[config.mk]
export PLATFORM = sky130hd
export DESIGN_NAME = code_group_decoder
export DESIGN_NICKNAME = d
export VERILOG_FILES = /design/src/rtl/cgd_pkg.sv /design/src/rtl/cgd_align_gate.sv /design/src/rtl/cgd_classify.sv /design/src/rtl/cgd_disparity.sv /design/src/rtl/code_group_decoder.sv
export SDC_FILE = /design/constraint.sdc
export NUM_CORES = 1
export LEC_CHECK = 0
export BUFFER_PORTS_ARGS = -buffer_cell sky130_fd_sc_hd__buf_2
export CAP_MARGIN = 20
export CORE_MARGIN = 1.5
export CORE_UTILIZATION = 45
export CTS_BUF_LIST = sky130_fd_sc_hd__clkbuf_4 sky130_fd_sc_hd__clkbuf_8
export CTS_CLUSTER_SIZE = 16
export DETAILED_ROUTE_END_ITERATION = 6
export MAX_ROUTING_LAYER = met4
export PLACE_DENSITY = 0.69
export SYNTH_ARGS = -nofsm -noshare
export SYNTH_HDL_FRONTEND = slang
export SYNTH_SLANG_ARGS = --single-unit
[constraint.sdc]
create_clock -name clk -period 16.12 [get_ports clk]
set_input_delay 0.806 -clock clk [delete_from_list [all_inputs] [get_ports clk]]
set_output_delay 0.806 -clock clk [all_outputs]
set_load 0.01 [all_outputs]
[src/rtl/cgd_pkg.sv]
package cgd_pkg;

  localparam int CGD_CODE_W = 10;
  localparam int CGD_BYTE_W = 8;
  localparam int CGD_X_W    = 5;
  localparam int CGD_Y_W    = 3;
  localparam int CGD_NTRY   = 4;   // {control?, positive?} candidate encodings

  function automatic int cgd_ones(input logic [CGD_CODE_W-1:0] v);
    int n;
    n = 0;
    for (int i = 0; i < CGD_CODE_W; i++) n += int'(v[i]);
    return n;
  endfunction

  // 6-bit patterns below are written first-bit-on-the-left (a..i)
  function automatic logic [5:0] cgd_rev6(input logic [5:0] s);
    logic [5:0] r;
    for (int i = 0; i < 6; i++) r[i] = s[5-i];
    return r;
  endfunction

  function automatic logic [3:0] cgd_rev4(input logic [3:0] s);
    logic [3:0] r;
    for (int i = 0; i < 4; i++) r[i] = s[3-i];
    return r;
  endfunction

  // data 5b->6b, negative running disparity column
  function automatic logic [5:0] cgd_tab6(input logic [4:0] x);
    case (x)
      5'd0:  return 6'b100111;  5'd1:  return 6'b011101;
      5'd2:  return 6'b101101;  5'd3:  return 6'b110001;
      5'd4:  return 6'b110101;  5'd5:  return 6'b101001;
      5'd6:  return 6'b011001;  5'd7:  return 6'b111000;
      5'd8:  return 6'b111001;  5'd9:  return 6'b100101;
      5'd10: return 6'b010101;  5'd11: return 6'b110100;
      5'd12: return 6'b001101;  5'd13: return 6'b101100;
      5'd14: return 6'b011100;  5'd15: return 6'b010111;
      5'd16: return 6'b011011;  5'd17: return 6'b100011;
      5'd18: return 6'b010011;  5'd19: return 6'b110010;
      5'd20: return 6'b001011;  5'd21: return 6'b101010;
      5'd22: return 6'b011010;  5'd23: return 6'b111010;
      5'd24: return 6'b110011;  5'd25: return 6'b100110;
      5'd26: return 6'b010110;  5'd27: return 6'b110110;
      5'd28: return 6'b001110;  5'd29: return 6'b101110;
      5'd30: return 6'b011110;  default: return 6'b101011;
    endcase
  endfunction

  // data 3b->4b, negative column (primary form for 7)
  function automatic logic [3:0] cgd_dtab4(input logic [2:0] y);
    case (y)
      3'd0: return 4'b1011;  3'd1: return 4'b1001;
      3'd2: return 4'b0101;  3'd3: return 4'b1100;
      3'd4: return 4'b1101;  3'd5: return 4'b1010;
      3'd6: return 4'b0110;  default: return 4'b1110;
    endcase
  endfunction

  // control 3b->4b, negative column
  function automatic logic [3:0] cgd_ktab4(input logic [2:0] y);
    case (y)
      3'd0: return 4'b1011;  3'd1: return 4'b0110;
      3'd2: return 4'b1010;  3'd3: return 4'b1100;
      3'd4: return 4'b1101;  3'd5: return 4'b0101;
      3'd6: return 4'b1001;  default: return 4'b0111;
    endcase
  endfunction

  function automatic logic cgd_k_legal(input logic [CGD_BYTE_W-1:0] b);
    logic [4:0] x;
    x = b[4:0];
    return (x == 5'd28) ||
           (b[7:5] == 3'd7 && (x == 5'd23 || x == 5'd27 || x == 5'd29 || x == 5'd30));
  endfunction

  // full encoder: byte, control flag, running disparity (1 = positive)
  function automatic logic [CGD_CODE_W-1:0] cgd_enc10(input logic [CGD_BYTE_W-1:0] b,
                                                       input logic k, input logic rp);
    logic [4:0] x;
    logic [2:0] y;
    logic [5:0] s6;
    logic [3:0] s4;
    logic       mid, alt;
    int         n6;
    x  = b[4:0];
    y  = b[7:5];
    s6 = (k && x == 5'd28) ? 6'b001111 : cgd_tab6(x);
    n6 = cgd_ones(10'(s6));
    if (rp && (n6 != 3 || (!k && x == 5'd7))) s6 = ~s6;
    n6  = cgd_ones(10'(s6));
    mid = (n6 == 3) ? rp : (n6 > 3);
    alt = !k && (y == 3'd7) &&
          ((!mid && (x == 5'd17 || x == 5'd18 || x == 5'd20)) ||
           ( mid && (x == 5'd11 || x == 5'd13 || x == 5'd14)));
    if (k)        s4 = cgd_ktab4(y);
    else if (alt) s4 = 4'b0111;
    else          s4 = cgd_dtab4(y);
    if (mid && (k || cgd_ones(10'(s4)) != 2 || y == 3'd3)) s4 = ~s4;
    return {cgd_rev4(s4), cgd_rev6(s6)};
  endfunction

  // running disparity left behind by a code group
  function automatic logic cgd_rd_after(input logic [CGD_CODE_W-1:0] c, input logic rp);
    int  n6, n4;
    logic mid;
    n6  = cgd_ones(10'(c[5:0]));
    n4  = cgd_ones(10'(c[9:6]));
    mid = (n6 == 3) ? rp : (n6 > 3);
    return (n4 == 2) ? mid : (n4 > 2);
  endfunction

endpackage

[src/rtl/cgd_align_gate.sv]
module cgd_align_gate
  import cgd_pkg::*;
(
  input  logic                  clk,
  input  logic                  rst,
  input  logic                  code_vld,
  input  logic                  aligned_in,
  input  logic [CGD_CODE_W-1:0] code_in,
  output logic                  s1_acc,
  output logic [CGD_CODE_W-1:0] s1_code
);
  logic seen_q;

  always_ff @(posedge clk) begin
    if (rst) begin
      seen_q  <= 1'b0;
      s1_acc  <= 1'b0;
      s1_code <= '0;
    end else begin
      seen_q  <= seen_q | aligned_in;
      s1_acc  <= code_vld & (aligned_in | seen_q);
      s1_code <= code_in;
    end
  end
endmodule

[src/rtl/cgd_classify.sv]
module cgd_classify
  import cgd_pkg::*;
(
  input  logic [CGD_CODE_W-1:0] code,
  output logic [CGD_BYTE_W-1:0] cand,
  output logic                  is_k,
  output logic                  m_neg,
  output logic                  m_pos
);
  logic [5:0]          s6, t6;
  logic [3:0]          s4, t4;
  logic                k28, k28_neg;
  logic [CGD_X_W-1:0]  xc;
  logic [CGD_Y_W-1:0]  yc;
  logic                k_ok;
  logic [CGD_NTRY-1:0] hit;

  // pick a candidate value from each sub-block
  always_comb begin
    s6      = cgd_rev6(code[5:0]);
    s4      = cgd_rev4(code[9:6]);
    k28_neg = (s6 == 6'b001111);
    k28     = k28_neg || (s6 == 6'b110000);
    t6      = '0;
    t4      = '0;
    xc      = '0;
    for (int i = 0; i < 32; i++) begin
      t6 = cgd_tab6(5'(i));
      if (s6 == t6 || ((cgd_ones(10'(t6)) != 3 || i == 7) && s6 == ~t6)) xc = 5'(i);
    end
    if (k28) xc = 5'd28;
    yc = '0;
    if (k28) begin
      for (int j = 0; j < 8; j++) begin
        t4 = cgd_ktab4(3'(j));
        if ((k28_neg ? ~t4 : t4) == s4) yc = 3'(j);
      end
    end else begin
      for (int j = 0; j < 8; j++) begin
        t4 = cgd_dtab4(3'(j));
        if (s4 == t4 || ((cgd_ones(10'(t4)) != 2 || j == 3) && s4 == ~t4)) yc = 3'(j);
      end
      if (s4 == 4'b0111 || s4 == 4'b1000) yc = 3'd7;
    end
    cand = {yc, xc};
    k_ok = cgd_k_legal({yc, xc});
  end

  // confirm the candidate by re-encoding it four ways
  for (genvar g = 0; g < CGD_NTRY; g++) begin : g_try
    assign hit[g] = ((g / 2 == 0) || k_ok) &&
                    (cgd_enc10(cand, 1'(g / 2), 1'(g % 2)) == code);
  end

  assign is_k  = hit[2] | hit[3];
  assign m_neg = hit[0] | hit[2];
  assign m_pos = hit[1] | hit[3];
endmodule

[src/rtl/cgd_disparity.sv]
module cgd_disparity
  import cgd_pkg::*;
(
  input  logic                  clk,
  input  logic                  rst,
  input  logic                  acc,
  input  logic [CGD_CODE_W-1:0] code,
  input  logic                  m_neg,
  input  logic                  m_pos,
  output logic                  disp_err
);
  logic known_q, pos_q;
  logic now_ok, use_pos, upd, legal;

  always_comb begin
    legal    = m_neg | m_pos;
    now_ok   = pos_q ? m_pos : m_neg;
    disp_err = acc && known_q && legal && !now_ok;
    use_pos  = known_q ? (now_ok ? pos_q : !pos_q) : m_pos;
    upd      = acc && (known_q ? legal : (m_neg ^ m_pos));
  end

  always_ff @(posedge clk) begin
    if (rst) begin
      known_q <= 1'b0;
      pos_q   <= 1'b0;
    end else if (upd) begin
      known_q <= 1'b1;
      pos_q   <= cgd_rd_after(code, use_pos);
    end
  end
endmodule

[src/rtl/code_group_decoder.sv]
module code_group_decoder
  import cgd_pkg::*;
(
  input  logic                  clk,
  input  logic                  rst,
  input  logic [CGD_CODE_W-1:0] rx_code,
  input  logic                  rx_code_vld,
  input  logic                  rx_aligned,
  output logic [CGD_BYTE_W-1:0] dec_byte,
  output logic                  dec_ctrl,
  output logic                  dec_disp_err,
  output logic                  dec_code_err,
  output logic                  dec_err,
  output logic                  dec_vld
);
  logic                  s1_acc;
  logic [CGD_CODE_W-1:0] s1_code;
  logic [CGD_BYTE_W-1:0] cand;
  logic                  is_k, m_neg, m_pos, de, legal;

  cgd_align_gate u_gate (
    .clk        (clk),
    .rst        (rst),
    .code_vld   (rx_code_vld),
    .aligned_in (rx_aligned),
    .code_in    (rx_code),
    .s1_acc     (s1_acc),
    .s1_code    (s1_code)
  );

  cgd_classify u_cls (
    .code  (s1_code),
    .cand  (cand),
    .is_k  (is_k),
    .m_neg (m_neg),
    .m_pos (m_pos)
  );

  cgd_disparity u_rd (
    .clk      (clk),
    .rst      (rst),
    .acc      (s1_acc),
    .code     (s1_code),
    .m_neg    (m_neg),
    .m_pos    (m_pos),
    .disp_err (de)
  );

  assign legal = m_neg | m_pos;

  always_ff @(posedge clk) begin
    if (rst) begin
      dec_vld      <= 1'b0;
      dec_byte     <= '0;
      dec_ctrl     <= 1'b0;
      dec_code_err <= 1'b0;
      dec_disp_err <= 1'b0;
      dec_err      <= 1'b0;
    end else begin
      dec_vld      <= s1_acc;
      dec_byte     <= (s1_acc && legal) ? cand : '0;
      dec_ctrl     <= s1_acc && legal && is_k;
      dec_code_err <= s1_acc && !legal;
      dec_disp_err <= de;
      dec_err      <= (s1_acc && !legal) || de;
    end
  end
endmodule

==> out/metrics.yaml <==
synthesis:
  synth_cell_types: 90
  synth_area_sq_um: 4750
  yosysSeqAreaShare: 0.114
  syn_nets: 684
  synth_edf_count: 0
  syn_avg_cell_area_sq_um: 7.62
  ys_async_sr_fraction: 0
  ys_top_cells_by_area: "dfxtp_1 11%, ha_1 7.9%, fa_1 6.7%, xnor2_1 5.7%, nor2_1 4.5%"
  syn_inst: 624
  ys_ff_latch: 27
  ys_warn_count: 0
  ys.flop_type: "dfxtp_1"
  synth_top_area_frac: 0.114
  yosys.area.top_type: "dfxtp_1"
sta:
  setup_tns_ps: 0
  worstMarginPinSlew_ps: 1090
  maxSlewViolCount: 0
  period_share: 0.796
  hold_viol_final: 0
  relSlewSlack: 0.269
  setup_viol: 0
  max_freq_mhz: 77.9
  finalWorstPathRequiredPeriod_ps: 12830
  rsz0062_at_grt: "false"
  clock-skew-final_ps: 7.01
  setup_ws_ps: 3290
worst_setup_path:
  arrival_ps: 13010
  crit_path_start_kind: "flip-flop"
  r2r_start: "u_gate.s1_code[3]"
  startpoint: "u_gate.s1_code[3]"
  cp_slowest_stage_delay_ps: 1060
  reg2reg_depth: 42
  critical_path_class: "flip-flop to flip-flop"
  end_kind: "flip-flop"
  setup.worst_path.end: "u_rd.pos_q"
  cp.required_ps: 16300
  r2r_setup_slack_ps: 3290
  reg2reg_to: "u_rd.pos_q"
  slowest_stage: "dfxtp_1"
  cp_max_fo: 31
  crit_top_cell: "ha_1"
global_route:
  grt_max_degree: 35
  grt_usage: 0.252
  grt_overflow: 0
  grt_pass1_wl_mm: 22.4
  grt_pass1_vias: 4464
  antenna_found_initial: 0
place:
  dp.final_hpwl_mm: 10.4
  portBuffers: 26
  gp_congestion: 0.957
  dp_slack_ps: 3490
detailed_routing:
  drt-initial-drc-count: 494
  drc_errors: 0
  ant_nets: 0
  via_per_inst: 6.38
  drtPass1Iterations: 5
  routedWlPerCell_um: 18.2
  wl_mm: 13.7
  via_count: 4812
power_and_ir_drop:
  power_mw: 0.827
  vdd.ir_drop.worst_uv: 118
  power.density_nw_per_um2: 168
  p_leak_nw: 1.95
final_layout:
  antennaDiodeCount: 0
  fill_cells: 1008
  mostFrequentLayoutCells: "57 x nor2_1, 41 x inv_1, 40 x nand2_1"
  final_common_cell: "nor2_1"
  drive_gt1_frac: 0.112
  area_growth_syn_to_layout_pct: 3.77
  fin_nets: 679
clock_tree:
  hold_buffers: 0
  clk_latency_ps: 290
  path_clk_slew_ps: 110
  cts-root-buf: "clkbuf_8"
  cts_resized: 0
  numCtsBuffers: 3
  htree_levels: 1
  cts_tree: "yes"
  cts_setup_buffers: 0
  cts_sinks: 27
  cts_buffer_depth: 2
min_path:
  hold_class: "flip-flop to flip-flop"
floorplan:
  core_sq_um: 10300
  io_pins: 27
  placementRows: 37
  initial_core_util: 0.462
  die_y_um: 106
  fp.dieW_um: 106
  die_area_sq_um: 11200
run:
  drv_cap: 0
status:
  status: "finished, final reports clean"
-- critical path, delay by kind of cell (launching register included) --
kind | cells | cell delay, ps
muxes | 1 | 330
buffers and inverters | 6 | 550
and+or+nand+nor | 7 | 1670
DFF | 1 | 1060
AOI/OAI and AO/OA | 14 | 4390
xor gates and xnor gates | 1 | 150
adders and majority gates | 13 | 4530
-- sequential cells by signal, summed over array words and instances, names as in the netlist --
| signal | flops |
|---|---|
| dec_disp_err | 1 |
| u_rd.known_q | 1 |
| dec_err | 1 |
| dec_code_err | 1 |
| u_gate.s1_code | 10 |
| dec_byte | 8 |
| dec_ctrl | 1 |
| u_rd.pos_q | 1 |
| u_gate.seen_q | 1 |
| dec_vld | 1 |
| u_gate.s1_acc | 1 |
-- where the power goes --
group / internal (mW) / switching [mW] / total (mW)
clock: 0.0176 / 0.0251 / 0.0427
sequential: 0.0686 / 0.00794 / 0.0766
combinational: 0.275 / 0.433 / 0.707
-- metrics by stage --
stage / std cells / utilization / cell area, sq um / hold WS, ps
finish: 754 / 0.480 / 4930 / 482
global route: 754 / 0.480 / 4930 / 531
CTS: 753 / 0.478 / 4920 / 487
detailed placement: 749 / 0.474 / 4870 / 462
global placement: 749 / 0.474 / 4870 / 458
floorplan: 624 / - / 4750 / 440
-- per-layer routing --
layer / global-route usage / share of wire / vias to the layer above
met5: - / 0 / -
met4: 0.0714 / 0.025 / 0
met3: 0.0328 / 0.067 / 34
met2: 0.400 / 0.46 / 204
met1: 0.337 / 0.45 / 2280
li1: - / - / 2294
-- kinds of logic (layout without fill, tap and decap cells) --
kind of cell / count (synthesis) / after routing / share of synthesized area
compound gates: 171 / 171 / 0.280
xor+xnor: 36 / 36 / 0.0664
fa+ha+maj: 46 / 46 / 0.146
buf+inv: 84 / 78 / 0.0777
flops: 27 / 27 / 0.114
mux: 11 / 11 / 0.0269
simple gates: 249 / 249 / 0.289
-- cells in the mapped netlist, types with 5 or more instances --
master	n
nor2_1	57
inv_1	41
nand2_1	40
xnor2_1	31
ha_1	30
a21oi_1	28
nor3_1	28
dfxtp_1	27
clkbuf_1	20
o21ai_0	19
nand2b_1	17
fa_1	16
nor2b_1	14
a31oi_1	13
nand3b_1	12
nand3_1	10
nor4_1	10
o22ai_1	10
a211oi_1	9
and2_1	9
and3_1	9
or3_1	8
a22oi_1	7
buf_2	7
a211o_1	6
buf_4	6
mux2i_1	6
o32ai_1	6
o211ai_1	5
o31ai_1	5
xor2_1	5
-- how the worst min path moves through the flow --
stage	start	to	slack, ps	cells after the start
global placement	u_gate.seen_q	u_gate.seen_q	460	2
finish	u_gate.seen_q	u_gate.seen_q	480	2
CTS	u_gate.seen_q	u_gate.seen_q	490	2
detailed placement	u_gate.seen_q	u_gate.seen_q	460	2
floorplan	u_gate.seen_q	u_gate.seen_q	440	2
global route	u_gate.seen_q	u_gate.seen_q	530	2
-- cell type report --
type	instances	area (sq um)	area share
Multi-Input combinational cell	513	3840	0.779
Inverter	45	169	0.0343
Clock inverter	1	7.51	0.00152
Timing Repair Buffer	29	160	0.0325
Clock buffer	3	41.3	0.00837
Sequential cell	27	541	0.110
Tap cell	136	170	0.0345
(Power assumes the default switching activity.)
